<file path="src/rtl/usb_halt_pkg.sv">
package usb_halt_pkg;
  localparam int EPN_W     = 4;  // width of a USB endpoint number
  localparam int ADDR_REQ  = 0;  // software request register
  localparam int ADDR_HALT = 1;  // read-only halt status

  typedef struct packed {
    logic             vld;
    logic [EPN_W-1:0] ep;
  } ep_evt_t;
endpackage

</file>
<file path="src/rtl/ep_evt_decode.sv">
module ep_evt_decode
  import usb_halt_pkg::*;
#(
  parameter int NUM_EP = 4
) (
  input  ep_evt_t           evt,
  output logic [NUM_EP-1:0] mask
);
  // One-hot endpoint mask; numbers at or above NUM_EP give an empty mask.
  for (genvar i = 0; i < NUM_EP; i++) begin : g_dec
    assign mask[i] = evt.vld && (evt.ep == EPN_W'(i));
  end
endmodule

</file>
<file path="src/rtl/halt_req_regs.sv">
module halt_req_regs
  import usb_halt_pkg::*;
#(
  parameter int NUM_EP = 4,
  parameter int ADDR_W = 2,
  parameter int DATA_W = 8
) (
  input  logic              clk,
  input  logic              rst,
  input  logic              wr_en,
  input  logic [ADDR_W-1:0] addr,
  input  logic [DATA_W-1:0] wdata,
  output logic [NUM_EP-1:0] req
);
  logic req_wr_hit;
  assign req_wr_hit = wr_en && (addr == ADDR_W'(ADDR_REQ));

  always_ff @(posedge clk) begin
    if (rst)             req <= '0;
    else if (req_wr_hit) req <= wdata[NUM_EP-1:0];
  end

  a_r2_req_load: assert property (@(posedge clk) disable iff (rst)
    req_wr_hit |=> (req == $past(wdata[NUM_EP-1:0])));
  a_r2_req_hold: assert property (@(posedge clk) disable iff (rst)
    !req_wr_hit |=> $stable(req));
endmodule

</file>
<file path="src/rtl/halt_bits.sv">
module halt_bits #(
  parameter int NUM_EP = 4
) (
  input  logic              clk,
  input  logic              rst,
  input  logic [NUM_EP-1:0] txn_m,
  input  logic [NUM_EP-1:0] viol_m,
  input  logic [NUM_EP-1:0] clr_m,
  input  logic [NUM_EP-1:0] req,
  output logic [NUM_EP-1:0] halt
);
  logic [NUM_EP-1:0] arm_set;  // transaction meets an armed request
  logic [NUM_EP-1:0] any_set;
  logic [NUM_EP-1:0] halt_nxt;

  for (genvar i = 0; i < NUM_EP; i++) begin : g_bit
    assign arm_set[i]  = txn_m[i] && req[i];
    assign any_set[i]  = arm_set[i] || viol_m[i];
    // Clear Feature is applied first; a same-cycle set wins afterwards.
    assign halt_nxt[i] = any_set[i] ? 1'b1 : (clr_m[i] ? 1'b0 : halt[i]);

    always_ff @(posedge clk) begin
      if (rst) halt[i] <= 1'b0;
      else     halt[i] <= halt_nxt[i];
    end

    a_r7_sticky: assert property (@(posedge clk) disable iff (rst)
      (halt[i] && !clr_m[i]) |=> halt[i]);
    a_r9_viol_sets: assert property (@(posedge clk) disable iff (rst)
      viol_m[i] |=> halt[i]);
    a_r5_arm_sets: assert property (@(posedge clk) disable iff (rst)
      (txn_m[i] && req[i]) |=> halt[i]);
    a_r6_no_spurious_set: assert property (@(posedge clk) disable iff (rst)
      (!halt[i] && !txn_m[i] && !viol_m[i]) |=> !halt[i]);
    a_r8_clear_works: assert property (@(posedge clk) disable iff (rst)
      (clr_m[i] && !viol_m[i] && !txn_m[i]) |=> !halt[i]);
  end
endmodule

</file>
<file path="src/rtl/stall_decision.sv">
module stall_decision #(
  parameter int NUM_EP = 4
) (
  input  logic              clk,
  input  logic              rst,
  input  logic [NUM_EP-1:0] txn_m,
  input  logic [NUM_EP-1:0] clr_m,
  input  logic [NUM_EP-1:0] halt,
  input  logic [NUM_EP-1:0] req,
  output logic              stall,
  output logic              accept
);
  // Halt as seen after a same-cycle Clear Feature.
  logic [NUM_EP-1:0] halt_eff;
  logic [NUM_EP-1:0] stall_hit;
  logic              txn_any;
  logic              stall_now;

  assign halt_eff  = halt & ~clr_m;
  assign stall_hit = txn_m & (halt_eff | req);
  assign txn_any   = |txn_m;
  assign stall_now = |stall_hit;

  always_ff @(posedge clk) begin
    if (rst) begin
      stall  <= 1'b0;
      accept <= 1'b0;
    end else begin
      stall  <= stall_now;
      accept <= txn_any && !stall_now;
    end
  end

  a_r10_exclusive: assert property (@(posedge clk) disable iff (rst)
    !(stall && accept));
  a_r10_one_each: assert property (@(posedge clk) disable iff (rst)
    txn_any |=> (stall || accept));
  a_r10_none_idle: assert property (@(posedge clk) disable iff (rst)
    !txn_any |=> (!stall && !accept));
  a_r4_halted_stalls: assert property (@(posedge clk) disable iff (rst)
    (|(txn_m & halt & ~clr_m)) |=> stall);
endmodule

</file>
<file path="src/rtl/usb_ep_halt_ctrl.sv">
module usb_ep_halt_ctrl
  import usb_halt_pkg::*;
#(
  parameter int NUM_EP = 4,
  parameter int ADDR_W = 2,
  parameter int DATA_W = 8
) (
  input  logic              clk,
  input  logic              rst,
  input  logic              txn_vld,
  input  logic [3:0]        txn_ep,
  input  logic              viol_vld,
  input  logic [3:0]        viol_ep,
  input  logic              clrf_vld,
  input  logic [3:0]        clrf_ep,
  input  logic              reg_wr,
  input  logic [ADDR_W-1:0] reg_addr,
  input  logic [DATA_W-1:0] reg_wdata,
  output logic [DATA_W-1:0] reg_rdata,
  output logic              dec_stall,
  output logic              dec_accept,
  output logic [NUM_EP-1:0] halt_status
);
  ep_evt_t           txn_e, viol_e, clr_e;
  logic [NUM_EP-1:0] txn_m, viol_m, clr_m;
  logic [NUM_EP-1:0] req;
  logic [NUM_EP-1:0] halt;

  assign txn_e  = '{vld: txn_vld,  ep: txn_ep};
  assign viol_e = '{vld: viol_vld, ep: viol_ep};
  assign clr_e  = '{vld: clrf_vld, ep: clrf_ep};

  ep_evt_decode #(.NUM_EP(NUM_EP)) u_dec_txn  (.evt(txn_e),  .mask(txn_m));
  ep_evt_decode #(.NUM_EP(NUM_EP)) u_dec_viol (.evt(viol_e), .mask(viol_m));
  ep_evt_decode #(.NUM_EP(NUM_EP)) u_dec_clr  (.evt(clr_e),  .mask(clr_m));

  halt_req_regs #(.NUM_EP(NUM_EP), .ADDR_W(ADDR_W), .DATA_W(DATA_W)) u_req (
    .clk(clk), .rst(rst), .wr_en(reg_wr), .addr(reg_addr),
    .wdata(reg_wdata), .req(req));

  halt_bits #(.NUM_EP(NUM_EP)) u_halt (
    .clk(clk), .rst(rst), .txn_m(txn_m), .viol_m(viol_m),
    .clr_m(clr_m), .req(req), .halt(halt));

  stall_decision #(.NUM_EP(NUM_EP)) u_dec (
    .clk(clk), .rst(rst), .txn_m(txn_m), .clr_m(clr_m),
    .halt(halt), .req(req), .stall(dec_stall), .accept(dec_accept));

  assign halt_status = halt;

  always_comb begin
    reg_rdata = '0;
    if (reg_addr == ADDR_W'(ADDR_REQ))       reg_rdata[NUM_EP-1:0] = req;
    else if (reg_addr == ADDR_W'(ADDR_HALT)) reg_rdata[NUM_EP-1:0] = halt;
  end

  a_r1_reset_quiet: assert property (@(posedge clk)
    rst |=> (halt_status == '0 && !dec_stall && !dec_accept));
  a_r3_write_no_halt: assert property (@(posedge clk) disable iff (rst)
    (reg_wr && !txn_vld && !viol_vld && !clrf_vld) |=> $stable(halt_status));
  a_r10_out_of_range: assert property (@(posedge clk) disable iff (rst)
    (txn_vld && txn_m == '0) |=> (!dec_stall && !dec_accept));
endmodule

</file>
<file path="config.mk">
export PLATFORM = sky130hd
export DESIGN_NAME = usb_ep_halt_ctrl
export DESIGN_NICKNAME = d
export VERILOG_FILES = /design/src/rtl/usb_halt_pkg.sv /design/src/rtl/ep_evt_decode.sv /design/src/rtl/halt_req_regs.sv /design/src/rtl/halt_bits.sv /design/src/rtl/stall_decision.sv /design/src/rtl/usb_ep_halt_ctrl.sv
export SDC_FILE = /design/constraint.sdc
export NUM_CORES = 1
export LEC_CHECK = 0
export BUFFER_PORTS_ARGS = -buffer_cell sky130_fd_sc_hd__clkbuf_2
export CAP_MARGIN = 30
export CORE_MARGIN = 2
export CORE_UTILIZATION = 37
export CTS_CLUSTER_DIAMETER = 30
export DETAILED_ROUTE_END_ITERATION = 10
export GPL_ROUTABILITY_DRIVEN = 0
export PLACE_DENSITY = 0.76
export SETUP_SLACK_MARGIN = 0.4
export SLEW_MARGIN = 20
export SYNTH_ARGS = -nofsm -noshare
export SYNTH_HDL_FRONTEND = slang
export SYNTH_SLANG_ARGS = --single-unit
</file>
<file path="constraint.sdc">
create_clock -name clk -period 1.3 [get_ports clk]
set_clock_uncertainty 0.15 [all_clocks]
set_input_delay 0.065 -clock clk [delete_from_list [all_inputs] [get_ports clk]]
set_output_delay 0.065 -clock clk [all_outputs]
set_load 0.05 [all_outputs]
</file>
---- Yosys cells after proc, flatten, opt, wreduce, memory -nomap -nowiden ----
Index checks and enable logic that the tools add are counted.
cells by class
  eq/ne operators ......................... 10
  muxes and demuxes ....................... 10
  bitwise logic cells ..................... 4
  reduce and logical (&&, ||, !) cells .... 33
operators with widths
  operator            count
  $eq 4x2->1 const B  6
  $logic_and 1x1->1   18
  $eq 4x1->1 const B  3
  $logic_not 4->1     3
  $and 4x4->4         2
  $mux 1              8
  $mux 4              2
  $reduce_bool 2->1   4
  $reduce_or 4->1     2
  $logic_or 1x1->1    4
  $not 4->4           1
  $or 4x4->4          1
  $eq 2x1->1 const B  1
  $logic_not 2->1     1
  $logic_not 1->1     1
word-level totals
  flip-flop bits (word level) ............. 10
  input port bits ......................... 28
  output and inout port bits .............. 14
  word-level logic and storage cells ...... 64

---- Logic depth before layout (Yosys ltp) ----
  depth in word-level cells ............... 9
  mapped depth ............................ 5
  mapped depth without buffers ............ 4

---- By module ----
Synthesis repeated with hierarchy kept, for this count alone.
second synthesis, totals
  cell total of the unflattened synthesis .. 76
  area, all modules ....................... 792.0 um^2
by module, submodules not included
  module            instances  cells an instance  area each (um^2)  sequential area each (um^2)
  ep_evt_decode     3          5                  65.1              0.0
  halt_req_regs     1          17                 188.9             80.1
  halt_bits         1          16                 175.2             80.1
  stall_decision    1          14                 138.9             40.0
  usb_ep_halt_ctrl  1          14                 93.8              0.0

---- Worst setup path after synthesis ----
Ideal clock, no wire load.
  path kind ............................... register to output
  start point ............................. register u_halt.halt[1]
  end point ............................... output reg_rdata[1]
  arrival time ............................ 1454 ps
  required time ........................... 1085 ps
  path slack .............................. -369 ps
  cell stages (with the launch flop) ...... 3
  path buffers ............................ 0
  cells stage by stage .................... dfxtp_1 mux2i_1 nor2_1
between the ends
  longest elaborated chain between the ends .. 2
RTL lines
  item                              RTL line                source
  start: declaration                halt_bits.sv:10         output logic [NUM_EP-1:0] halt
  start signal: indexed assignment  halt_bits.sv:24         else halt[i] <= halt_nxt[i];
  $mux 4                            usb_ep_halt_ctrl.sv:54  else if (reg_addr == ADDR_W'(ADDR_HALT)) reg_rdata[NUM_EP-1:0] = halt;
  $mux 4                            usb_ep_halt_ctrl.sv:53  if (reg_addr == ADDR_W'(ADDR_REQ)) reg_rdata[NUM_EP-1:0] = req;
  end: declaration                  usb_ep_halt_ctrl.sv:19  output logic [DATA_W-1:0] reg_rdata,
No other way between the ends.

---- Worst setup path after layout ----
  start point ............................. register u_req.req[1]
  end point ............................... register u_dec.stall
between the ends
  longest elaborated chain between the ends .. 3
RTL lines
  item                      RTL line              source
  start: declaration        halt_req_regs.sv:13   output logic [NUM_EP-1:0] req
  start signal: assignment  halt_req_regs.sv:20   else if (req_wr_hit) req <= wdata[NUM_EP-1:0];
  $or 4x4->4                stall_decision.sv:20  assign stall_hit = txn_m & (halt_eff | req);
  $and 4x4->4               stall_decision.sv:20
  $reduce_or 4->1           stall_decision.sv:22  assign stall_now = |stall_hit;
  end signal: assignment    stall_decision.sv:29  stall <= stall_now;
  end: declaration          stall_decision.sv:10  output logic stall,
No other way between the ends.
A chain may end at the register's enable or synchronous reset.

==> results.md <==
- Total chip power: 0.000856 W
- Cells after Synth: 79
- Share of flip-flops with an asynchronous set or reset: 0%
- Number of global-route vias before repair: 723
- Status: finished with violations
- Top-area cell type share of the netlist area: 29.7%
- Design Area, Final: 1320 um2
- Clk root buf: clkbuf_4
- Largest net degree at the start of global routing: 12
- IO Port Bufs: 33
- Via density per instance: 5.03
- Initial DRC Count: 32
- DR pass1 iterations: 4
- Core area: 1730 um2
- Num Clock Sinks: 10
- Violations in the final reports: hold timing, setup timing
- Final ANT Viol Nets: 0
- Fraction of layout instances using a drive strength above 1: 67.4%
- Final hold viol count: 6
- Sw Pwr: 0.000260 W
- Hold Startpoint: reg_wdata[3]
- Area grow syn2layout: 95.9%
- IO Count: 42
- Worst Path Arrival: 1.43 ns
- Placed cells: 146
- Yosys warns: 0
- DIE AREA: 2180 um2
- Hold_ws: -0.0833 ns
- MaxCap Viol Count: 0
- F_max: 0.700 GHz
- Die H: 46.7 um
- Comb power frac: 29.5%
- # hold bufs at CTS: 2
- Number of synthesized flops with an enable pin: 0
- Delay of the slowest critical-path stage: 0.39 ns
- Routed Wire Length: 2.14 mm
- TritonCTS buffer count: 3
- First-pass GRT wire length: 3.09 mm
- Netlist Area Pre-Place: 674 um2
- Gr ovfl total: 0
- Initial antenna violation count: 0
- Power Density: 648 nW/um2
- GRT Overall Usage: 20.0%
- Die width: 46.7 um
- Via count: 775
- Buffer and inverter count on the worst path: 0
- Crit path from: u_req.req[1]
- Starting Density: 39.1%
- Final Max Slew Viols: 0
- Synth top cells by count: nor2_1 (16), dfxtp_1 (10), mux2i_1 (8)
- Top cells by area, synth: dfxtp_1 (30%), mux2i_1 (12%), nor2_1 (8.9%)
- Max clock buf depth: 2
- Nets: 158
- Clock-pin slew on the worst setup and hold paths: 0.07 ns
- Crit path kind: reg2reg
- Critical Path Source Type: flop
- Most numerous cell in the Yosys netlist: nor2_1
- Worst EP required: 1.31 ns
- Final setup viols: 3
- Cell family with most CP delay: compound AO/OA/AOI/OAI gates
- Crit Path Max Fanout: 3
- RSZ-0062 raised after global routing: yes
- Register area share after synthesis: 29.7%
- Internal power: 0.000596 W
- Synth Register Bits: 10
- Final cell count without fillers: 154
- Core Rows: 15
- Part of the power in registers: 37.1%
- Worst r2r src: u_req.req[1]
- Period utilization: 110%
- DP HPWL: 1.47 mm
- Cell Chain, Critical Path: nor3b_2 > a21oi_1 > a2111o_1 > a22o_1
- Fin worst setup slack: -0.128 ns
- Leakage power: 0.553 nW
- # H-tree levels: 1
- Worst vdd ir: 0.346 mV
- Period minus WS final: 1.43 ns
- Residual DRC: 0
- Portion of total power attributed to the clock network: 33.3%
- Crit-path slowest cell: a2111o_1
- Hold WC Path Type: in2reg
- CP endpoint kind: flop
- ANT cells: 0
- Post-DP Area: 1010 um2
- DR WL/cell: 13.9 um
- Syn Area/Cell: 8.54 um2
- Post-synthesis cell type count: 31
- CTS tree: yes
- Synth area leader: dfxtp_1
- Sw Ratio: 30.4%
- Synth Flop Type: dfxtp_1
- Skew-Pair Late Insertion Delay: 0.27 ns
==> sequential cells by signal (all words and copies together) (netlist names) <==
register	flops
u_dec.stall	1
u_dec.accept	1
u_halt.halt	4
u_req.req	4
==> cell families (layout without fill, tap and decap cells) <==
kind of cell / count (synthesis) / in the layout / synth area share, %
flip-flops: 10 / 10 / 29.7
multiplexers: 8 / 8 / 11.9
buffers and inverters: 9 / 56 / 8.35
AO/OA/AOI/OAI: 15 / 15 / 14.5
other: 1 / 4 / 0.556
AND/OR/NAND/NOR: 36 / 36 / 35.1
==> layer usage <==
metal / global-route usage (%) / part of all wire (%) / vias to the layer above
met5: 0 / 0 / -
met2: 35.6 / 52 / 48
met3: 2.75 / 6.3 / 4
li1: - / - / 374
met4: 5.56 / 1.5 / 0
met1: 25.1 / 40 / 349
==> cell usage in the layout, fill, tap and decap left out, types with 2 or more instances in the layout <==
cell       instances
nand3_1            2
nor3b_4            2
dfxtp_4            5
buf_8              6
nor3b_2            2
a21oi_2            4
nor2_2             3
dfxtp_2            4
clkbuf_16          5
nand2_1            2
conb_1             4
mux2i_4            3
clkbuf_2          22
buf_6              3
buf_4             11
clkbuf_4           3
nor2_4             3
a21oi_1            3
mux2i_1            4
inv_1              2
nor2_1            10
==> stage by stage <==
| step | TNS (ns) | util, % | setup slack, ns | hold slack, ns |
|---|---|---|---|---|
| 2_1_floorplan | -0.0302 | - | -0.0302 | 0.0334 |
| 3_3_place_gp | -0.330 | 58.4 | -0.116 | 0.160 |
| 3_5_place_dp | -0.607 | 58.4 | -0.159 | 0.174 |
| 4_1_cts | -0.262 | 74.1 | -0.113 | -0.0925 |
| 5_1_grt | -0.388 | 76.5 | -0.144 | -0.0588 |
| 6_report | -0.268 | 76.5 | -0.128 | -0.0833 |
==> layout make-up <==
cell class,instances,area (um2)
Sequential cell,10,224
Clock buffer,4,36.3
Inverter,2,7.51
Fill cell,106,405
Tap cell,25,31.3
Multi-Input combinational cell,63,538
Timing Repair Buffer,50,484
==> what timing repair did <==
| item | CTS | global route |
|---|---|---|
| buffers inserted | 0 | 2 |
| pin swaps | 8 | 4 |
| resized for setup | 43 | 12 |
| endpoints found under the hold margin | 8 | 4 |
| endpoints found under the setup margin | 19 | 20 |
| cloned | 0 | 0 |
==> power by group through the flow <==
stage | Sequential [W] | Combinational [W] | Clock, W
2_1_floorplan | 0.000336 | 0.000113 | 0
3_3_place_gp | 0.000322 | 0.000202 | 0
3_5_place_dp | 0.000322 | 0.000206 | 0
4_1_cts | 0.000317 | 0.000242 | 0.000281
5_1_grt | 0.000318 | 0.000268 | 0.000297
6_report | 0.000318 | 0.000253 | 0.000285
==> worst min-delay path, stage by stage <==
cell and delay, ns:
clkbuf_2 0.08, mux2i_1 0.07, nor2_1 0.08
==> final timing paths <==
| kind | endpoint | slack (ns) | cells past startpoint |
|---|---|---|---|
| worst max-delay path | u_dec.stall | -0.13 | 4 |
| worst min-delay path | u_req.req[3] | -0.08 | 3 |
| worst max register to register | u_dec.stall | -0.13 | 4 |
| worst min register to register | u_halt.halt[0] | 0.44 | 2 |
Power figures use the tool's default switching activity.
